<file path="src/rtl/rcc_pkg.sv">
package rcc_pkg;
  localparam int unsigned WORD_W   = 32;
  localparam int unsigned BIT_POR  = 31;
  localparam int unsigned BIT_SPOR = 30;
  localparam int unsigned BIT_SXIR = 29;
  localparam int unsigned BIT_BPOR = 28;
  localparam int unsigned BIT_BXIR = 27;

  localparam logic [WORD_W-1:0] POR_ONLY  = WORD_W'(1) << BIT_POR;
  localparam logic [WORD_W-1:0] W1C_MASK  = POR_ONLY | (WORD_W'(1) << BIT_BPOR)
                                          | (WORD_W'(1) << BIT_BXIR);
  localparam logic [WORD_W-1:0] SET_MASK  = (WORD_W'(1) << BIT_SPOR)
                                          | (WORD_W'(1) << BIT_SXIR);
  localparam logic [WORD_W-1:0] KEEP_MASK = W1C_MASK | SET_MASK;

  typedef struct packed {
    logic              hit;
    logic [WORD_W-1:0] clr_bits;
    logic [WORD_W-1:0] set_bits;
    logic              soft_por;
    logic              req;
  } wr_op_t;
endpackage

</file>
<file path="src/rtl/rcc_wr_decode.sv">
module rcc_wr_decode
  import rcc_pkg::*;
#(
  parameter int unsigned ADDR_W  = 3,
  parameter int unsigned SEL_BIT = 2
) (
  input  logic                   wr_en,
  input  logic [ADDR_W-1:0]      wr_addr,
  input  logic [WORD_W-1:0]      wr_data,
  output wr_op_t                 op
);
  logic [WORD_W-1:0] val;

  always_comb begin
    val         = wr_data & KEEP_MASK;
    op.hit      = wr_en & wr_addr[SEL_BIT];
    op.clr_bits = op.hit ? (val & W1C_MASK) : '0;
    op.set_bits = op.hit ? (val & SET_MASK) : '0;
    op.soft_por = op.hit & val[BIT_SPOR];
    op.req      = op.hit & (val[BIT_SPOR] | val[BIT_SXIR]);
  end
endmodule

</file>
<file path="src/rtl/rcc_sat_counter.sv">
module rcc_sat_counter #(
  parameter int unsigned CNT_W = 8
) (
  input  logic             clk,
  input  logic             rst,
  input  logic             clr,
  input  logic             inc,
  output logic             first,
  output logic [CNT_W-1:0] cnt_q
);
  localparam logic [CNT_W-1:0] CNT_MAX = '1;

  // counter seen by an event in this cycle, after any same-cycle clear
  assign first = clr | (cnt_q == '0);

  always_ff @(posedge clk) begin
    if (rst) begin
      cnt_q <= '0;
    end else if (inc) begin
      if (first)                 cnt_q <= CNT_W'(1);
      else if (cnt_q != CNT_MAX) cnt_q <= cnt_q + CNT_W'(1);
    end else if (clr) begin
      cnt_q <= '0;
    end
  end
endmodule

</file>
<file path="src/rtl/rcc_read_port.sv">
module rcc_read_port
  import rcc_pkg::*;
#(
  parameter int unsigned ADDR_W  = 3,
  parameter int unsigned SEL_BIT = 2
) (
  input  logic              clk,
  input  logic              rst,
  input  logic              rd_en,
  input  logic [ADDR_W-1:0] rd_addr,
  input  logic [WORD_W-1:0] cause,
  output logic [WORD_W-1:0] rd_data_q
);
  always_ff @(posedge clk) begin
    if (rst)                           rd_data_q <= '0;
    else if (rd_en && rd_addr[SEL_BIT]) rd_data_q <= cause;
    else                               rd_data_q <= '0;
  end
endmodule

</file>
<file path="src/rtl/reset_cause_reg.sv">
module reset_cause_reg
  import rcc_pkg::*;
#(
  parameter int unsigned ADDR_W  = 3,
  parameter int unsigned SEL_BIT = 2,
  parameter int unsigned CNT_W   = 8
) (
  input  logic              clk,
  input  logic              rst,
  input  logic              sysrst_evt,
  input  logic              wr_en,
  input  logic [ADDR_W-1:0] wr_addr,
  input  logic [31:0]       wr_data,
  input  logic              rd_en,
  input  logic [ADDR_W-1:0] rd_addr,
  output logic [31:0]       rd_data,
  output logic [31:0]       cause_q,
  output logic              reset_req
);
  wr_op_t            op;
  logic              first;
  logic [CNT_W-1:0]  cnt_q;
  logic [WORD_W-1:0] cause_nxt;

  rcc_wr_decode #(.ADDR_W(ADDR_W), .SEL_BIT(SEL_BIT)) u_dec (
    .wr_en(wr_en), .wr_addr(wr_addr), .wr_data(wr_data), .op(op)
  );

  rcc_sat_counter #(.CNT_W(CNT_W)) u_cnt (
    .clk(clk), .rst(rst), .clr(op.soft_por), .inc(sysrst_evt),
    .first(first), .cnt_q(cnt_q)
  );

  rcc_read_port #(.ADDR_W(ADDR_W), .SEL_BIT(SEL_BIT)) u_rd (
    .clk(clk), .rst(rst), .rd_en(rd_en), .rd_addr(rd_addr),
    .cause(cause_q), .rd_data_q(rd_data)
  );

  // write applied first, reset event second
  always_comb begin
    cause_nxt = (cause_q & ~op.clr_bits) | op.set_bits;
    if (sysrst_evt && first) cause_nxt = POR_ONLY;
  end

  always_ff @(posedge clk) begin
    if (rst) begin
      cause_q   <= '0;
      reset_req <= 1'b0;
    end else begin
      cause_q   <= cause_nxt & KEEP_MASK;
      reset_req <= op.req;
    end
  end
endmodule

</file>
<file path="config.mk">
export PLATFORM = sky130hd
export DESIGN_NAME = reset_cause_reg
export DESIGN_NICKNAME = d
export VERILOG_FILES = /design/src/rtl/rcc_pkg.sv /design/src/rtl/rcc_wr_decode.sv /design/src/rtl/rcc_sat_counter.sv /design/src/rtl/rcc_read_port.sv /design/src/rtl/reset_cause_reg.sv
export SDC_FILE = /design/constraint.sdc
export NUM_CORES = 1
export LEC_CHECK = 0
export ABC_AREA = 1
export BUFFER_PORTS_ARGS = -buffer_cell sky130_fd_sc_hd__buf_2
export CORE_MARGIN = 10
export CORE_UTILIZATION = 30
export CTS_CLUSTER_DIAMETER = 30
export DETAILED_ROUTE_END_ITERATION = 7
export GPL_TIMING_DRIVEN = 0
export PLACE_DENSITY = 0.62
export SLEW_MARGIN = 20
export SYNTH_ARGS = -nofsm -noshare
export SYNTH_HDL_FRONTEND = slang
export SYNTH_SLANG_ARGS = --single-unit
</file>
<file path="constraint.sdc">
create_clock -name clk -period 1.3 [get_ports clk]
set_input_delay 0.26 -clock clk [delete_from_list [all_inputs] [get_ports clk]]
set_output_delay 0.26 -clock clk [all_outputs]
set_load 0.03 [all_outputs]
</file>
==> reports/metrics.cfg, run 1 <==
[setup_path]
r2r_slack_ns = -0.02
crit_slowest_cell = dfxtp_4
setup.worst_path.start_class = flop
slowest_delay_ns = 0.37
worstPathCellList = inv_4 > ha_4 > nand2_2 > nor2_2 > nand2_2 > nand3_4 > nand2_8 > a21oi_2 > nor2_1
worst_r2r_endpoint = u_cnt.cnt_q[1]$_SDFFE_PP0P_
critPathTopFamily = simple AND/OR/NAND/NOR gates
end_kind = flop
reg2reg_depth = 9
cp_num_buf_inv = 1
worst-path-max-fanout = 8
worst-setup-path-type = reg2reg
reg2reg_from = u_cnt.cnt_q[0]$_SDFFE_PP0P_
critPathArrivalTime_ns = 1.48
crit_required_ns = 1.46
crit_top_cell = nand2_2

[yosys]
synthTopCellsByCount = buf_4, nand2_1, inv_1
ys.warnings.count = 0
synth.most_common_cell = buf_4
yosysSeqAreaShare_pct = 27.9
synth_compound_area_share_pct = 4.77
synth_cells = 197
ys_ff_latch = 19
synth-main-ff-cell = dfxtp_1
synth_cell_type_count = 21
async_reset_ff_share_pct = 0
synth_xor_area_share_pct = 0
synthSimpleGateAreaFrac_pct = 27.8
yosysTopAreaCell = buf_4
synth_area_leaders = buf_4, dfxtp_1, nand2_1
synth_area_per_cell_um2 = 6.93
yosys.area_share.adder_pct = 1.83
synth_mux_area_share_pct = 0
synth_top_area_share_pct = 29.7
syn_area_mm2 = 0.00137
synth-edff-count = 0
synth_top_family_by_area = buffers and inverters

[hold_path]
hold_class = in2reg
holdPathStages = 2
min_from = wr_data[28]
hold_end = cause_q[28]$_SDFF_PP0_

[power]
power.leakage_nw = 1.09
share_comb_of_total_power_pct = 35.5
peakVddDrop_uv = 324
switching_share_pct = 36.8
power_per_cell_area_mw_per_mm2 = 827
p_int_mw = 1.01
power_frac_seq_pct = 38.2
power_frac_clock_pct = 26.3
p_switching_uw = 589

[timing]
slew_violations = 0
fin_crit_ns = 1.32
setup_viol = 4
max_freq_mhz = 760
timing.final.crit_share_pct = 101
timing.hold.ws_ns = 0.167
setup_slack_ns = -0.0160
setup_tns_ns = -0.0490
hold_viol = 0
grt_setup_unrepaired = true
skew_ns = 0.00959

[clock_tree]
h-tree-depth = 1
cts_buffers = 3
cts_tree = built
cts_sinks = 19
clock_latency_ns = 0.26
path_clk_slew_ns = 0.08
cts_root_buf = clkbuf_8
cts_buffer_depth = 2

[detailed_routing]
post_drt_via_cell_ratio = 3.75
firstDrtPassIters = 4
drtAntennaViolNets = 0
wl_mm = 3.39
dr_total_vias = 1245
wl_per_cell_um = 10.2
drc = 0
drtIter0Drc = 102

[floorplanning]
die_x_um = 87.5
dieArea_mm2 = 0.00765
core_area_mm2 = 0.00438
die_y_um = 87.5
start_util_pct = 31.1
fp-row-count = 24
io_pins = 108

[placed_design]
dp_hpwl_mm = 2.70
dpl_cell_area_mm2 = 0.00173
gp_congestion = 0.837
placed_cells = 323
port_buffers = 21

[final_layout]
num-nets-final = 326
drive_gt1_share_pct = 42.9
seq_area_um2 = 390
area_delta_synth_final_pct = 41.6
finalInstanceArea_mm2 = 0.00193
multi_input_area_um2 = 772
fillers = 445
stdcell_count = 332
antenna_cells = 0

[global_route]
grt_usage_pct = 8.32
grt_overflow = 0
grt_antenna_before_repair = 0
grt_pass1_vias = 1183
grt_start_max_net_pins = 12
grt_pass1_wl_mm = 5.20

[outcome]
violations = setup timing
status = finished with violations

[job]
cap_violations = 0

[metal layers]
layer,up-vias,GRT usage [%],wire length (um)
met5,-,0,0
met4,0,5.22,68
met3,4,3.75,398
met2,55,14.3,1750
met1,523,7.88,1170
li1,663,-,-
[kinds of logic after synthesis]
kind of cell	Yosys count
buffers and inverters	80
other	1
AOI/OAI and AO/OA	13
adders and majority gates	2
DFF	19
and+or+nand+nor	82
[power groups by stage]
stage / combinational, mW / clock (mW) / sequential, mW
final: 0.567 / 0.420 / 0.611
after global routing: 0.608 / 0.453 / 0.613
after CTS: 0.513 / 0.424 / 0.611
after detailed placement: 0.491 / 0 / 0.622
after global placement: 0.490 / 0 / 0.621
after floorplan: 0.424 / 0 / 0.636
[per-stage QoR]
stage               power [mW]  setup WS (ns)  utilization (%)
floorplan                 1.06         0.0624                -
global placement          1.11        -0.0976             39.6
detailed placement        1.11         -0.103             39.6
CTS                       1.55        0.00366             42.2
global route              1.67        -0.0892             44.1
finish                    1.60        -0.0160             44.1
[sequential cells by signal, summed over array words and instances, names as in the netlist]
signal          flops
cause_q             5
u_cnt.cnt_q         8
u_rd.rd_data_q      5
reset_req           1
[what timing repair did]
action	CTS	global route
endpoints found under the setup margin	13	13
pin swaps	5	10
hold buffers	0	0
setup buffers	2	3
gates resized for setup	17	18
[cell usage in the layout, fill, tap and decap left out, drive strengths merged, types with 2 or more instances in the layout]
| master | n |
|---|---|
| ha | 2 |
| nand2 | 43 |
| clkinv | 2 |
| nand4 | 4 |
| nand3 | 13 |
| clkbuf | 3 |
| conb | 54 |
| inv | 23 |
| dfxtp | 19 |
| nor2 | 21 |
| buf | 82 |
| a21oi | 12 |
[cell type report]
cell class | instances | share of cell area, %
Timing Repair Buffer | 26 | 7.38
Sequential cell | 19 | 20.2
Clock inverter | 1 | 0.259
Buffer | 56 | 21.8
Clock buffer | 3 | 2.14
Inverter | 24 | 4.92
Tap cell | 52 | 3.37
Multi-Input combinational cell | 151 | 39.9
[how the worst max path moves through the flow]
stage                                             end                         from  cells after the start
after global placement    u_cnt.cnt_q[7]$_SDFFE_PP0P_  u_cnt.cnt_q[0]$_SDFFE_PP0P_                      9
after CTS                 u_cnt.cnt_q[1]$_SDFFE_PP0P_  u_cnt.cnt_q[0]$_SDFFE_PP0P_                     10
after detailed placement  u_cnt.cnt_q[1]$_SDFFE_PP0P_  u_cnt.cnt_q[1]$_SDFFE_PP0P_                      8
after floorplan           u_cnt.cnt_q[0]$_SDFFE_PP0P_  u_cnt.cnt_q[0]$_SDFFE_PP0P_                      8
after global routing      u_cnt.cnt_q[0]$_SDFFE_PP0P_  u_cnt.cnt_q[0]$_SDFFE_PP0P_                     10
final                     u_cnt.cnt_q[1]$_SDFFE_PP0P_  u_cnt.cnt_q[0]$_SDFFE_PP0P_                      9
Note: power is estimated with default switching activity, not from simulation.
==> inputs of run 2 (changes only) <==
--- a/config.mk
+++ b/config.mk
@@ -9,6 +9,7 @@
 export BUFFER_PORTS_ARGS = -buffer_cell sky130_fd_sc_hd__buf_2
 export CORE_MARGIN = 10
 export CORE_UTILIZATION = 30
+export CTS_BUF_LIST = sky130_fd_sc_hd__clkbuf_16
 export CTS_CLUSTER_DIAMETER = 30
 export DETAILED_ROUTE_END_ITERATION = 7
 export GPL_TIMING_DRIVEN = 0
==> reports/metrics.cfg, run 2 (synthesized netlist as in run 1, its figures left out) <==
[floorplanning]
core_area_mm2 = 0.00438  ; unchanged
die_y_um = 87.5  ; unchanged
dieArea_mm2 = 0.00765  ; unchanged
fp-row-count = 24  ; unchanged
die_x_um = 87.5  ; unchanged
start_util_pct = 31.1  ; unchanged
io_pins = 108  ; unchanged

[clock_tree]
cts_root_buf = clkbuf_16
path_clk_slew_ns = 0.06  ; -0.02 ns
cts_buffers = 3  ; unchanged
cts_tree = built
cts_sinks = 19  ; unchanged
h-tree-depth = 1  ; unchanged
cts_buffer_depth = 2  ; unchanged
clock_latency_ns = 0.25  ; about the same

[hold_path]
hold_class = in2reg

[timing]
setup_viol = 3  ; -1
timing.hold.ws_ns = 0.170  ; +0.00315 ns
grt_setup_unrepaired = true
max_freq_mhz = 761  ; +0.11%
skew_ns = 0.00194  ; -0.00765 ns
timing.final.crit_share_pct = 101  ; -0.12 points
slew_violations = 0  ; unchanged
setup_tns_ns = -0.0394  ; +0.00967 ns
hold_viol = 0  ; unchanged
setup_slack_ns = -0.0145  ; +0.00150 ns
fin_crit_ns = 1.31  ; -0.00150 ns

[global_route]
grt_usage_pct = 8.35  ; +0.035 points
top_usage_layer = met2
met3_usage_pct = 4.12  ; +0.37 points
grt_overflow = 0  ; unchanged
grt_pass1_vias = 1183  ; unchanged
use_met1_pct = 7.71  ; -0.17 points
grt_antenna_before_repair = 0  ; unchanged
grt_start_max_net_pins = 12  ; unchanged
grt_pass1_wl_mm = 5.20  ; unchanged
met2_usage_pct = 14.4  ; +0.13 points

[detailed_routing]
wl_mm = 3.49  ; +2.8%
drtAntennaViolNets = 0  ; unchanged
drtIter0Drc = 63  ; -38%
dr_total_vias = 1278  ; +2.7%
wl_per_cell_um = 10.4  ; +1.9%
post_drt_via_cell_ratio = 3.81  ; +1.7%
drc = 0  ; unchanged
firstDrtPassIters = 4  ; unchanged

[outcome]
violations = setup timing
status = finished with violations

[final_layout]
num-nets-final = 329  ; +0.92%
layout_commonest_cell = buf_4
stdcell_count = 335  ; +0.90%
multi_input_area_um2 = 759  ; -1.6%
layout_common_cells = buf_4, conb_1, nand2_1
drive_gt1_share_pct = 43.1  ; +0.25 points
largest_register_ffs = 8  ; unchanged
finalInstanceArea_mm2 = 0.00198  ; +2.3%
seq_area_um2 = 390  ; unchanged
reg.largest.list = u_cnt.cnt_q x8, cause_q x5, u_rd.rd_data_q x5
antenna_cells = 0  ; unchanged
area_delta_synth_final_pct = 44.8
fillers = 436  ; -2.0%
largest_register = u_cnt.cnt_q

[setup_path]
worst-setup-path-type = reg2reg
crit_required_ns = 1.45  ; about the same
end_kind = flop
r2r_slack_ns = -0.01  ; about the same
worst-path-max-fanout = 3  ; -5
setup.worst_path.start_class = flop
critPathArrivalTime_ns = 1.46  ; -0.02 ns

[job]
cap_violations = 0  ; unchanged

[power]
share_comb_of_total_power_pct = 31.4  ; -4.1 points
power_per_cell_area_mw_per_mm2 = 926  ; +12%
switching_share_pct = 33.5  ; -3.4 points
power_frac_seq_pct = 33.4  ; -4.8 points
power.leakage_nw = 1.09  ; +0.87%
peakVddDrop_uv = 415  ; +28%
p_total_mw = 1.83  ; +15%
p_int_mw = 1.22  ; +21%
power_frac_clock_pct = 35.1  ; +8.8 points
p_switching_uw = 613  ; +4.1%

[placed_design]
dp_hpwl_mm = 2.70  ; unchanged
gp_congestion = 0.837  ; unchanged
port_buffers = 21  ; unchanged
placed_cells = 323  ; unchanged
dpl_cell_area_mm2 = 0.00173  ; unchanged

## run 2: cell count changes in the layout (fill, tap and decap cells not counted), sizes merged
cell  change
buf       +3
## run 2: power groups by stage
stage / combinational (mW) / sequential [mW] / clock (mW)
after global routing: 0.618 / 0.614 / 0.677
final: 0.576 / 0.612 / 0.643
after global placement: 0.490 / 0.621 / 0
after detailed placement: 0.491 / 0.622 / 0
after CTS: 0.512 / 0.613 / 0.654
after floorplan: 0.424 / 0.636 / 0
## run 2: timing repair
action                     4_1_cts  5_1_grt
pin swaps                        7        7
setup endpoints to repair       13       13
gates resized for setup         19       13
hold buffers                     0        0
setup buffers                    1        7
## run 2: critical path, stage by stage (launching register included)
cell	delay, ns
dfxtp_4	0.36
inv_4	0.07
ha_4	0.14
nand2_2	0.05
nor2_2	0.11
nand2_2	0.10
buf_4	0.14
nand4_1	0.06
nand3_1	0.06
nand2_1	0.07
nor2_1	0.05
## run 2: worst paths after layout
path         depth (start not counted)                   startpoint                            end
max                                 10  u_cnt.cnt_q[1]$_SDFFE_PP0P_    u_cnt.cnt_q[3]$_SDFFE_PP0P_
min                                  2                  wr_data[28]         cause_q[28]$_SDFF_PP0_
max reg2reg                         10  u_cnt.cnt_q[1]$_SDFFE_PP0P_    u_cnt.cnt_q[3]$_SDFFE_PP0P_
min reg2reg                          2       cause_q[28]$_SDFF_PP0_  u_rd.rd_data_q[28]$_SDFF_PP0_
## run 2: final cells by class
type,count,share of cell area [%]
multi-input cells,151,38.4
plain buffers,56,21.3
flip-flops and latches,19,19.7
repair buffers,29,8.35
inverters,24,4.81
clock buffers,3,3.80
well taps,52,3.29
clock inverters,1,0.253
## run 2: through the flow
| step | util (%) | worst slack (ns) |
|---|---|---|
| final | 45.1 | -0.0145 |
| after CTS | 42.9 | 0.000382 |
| after global placement | 39.6 | -0.0976 |
| after floorplan | - | 0.0624 |
| after global routing | 45.1 | -0.0853 |
| after detailed placement | 39.6 | -0.103 |
## run 2: per-layer routing
metal | vias to the layer above | wire [um]
met3 | 7 | 423
met5 | - | 0
li1 | 666 | -
met4 | 0 | 91
met2 | 64 | 1790
met1 | 541 | 1180
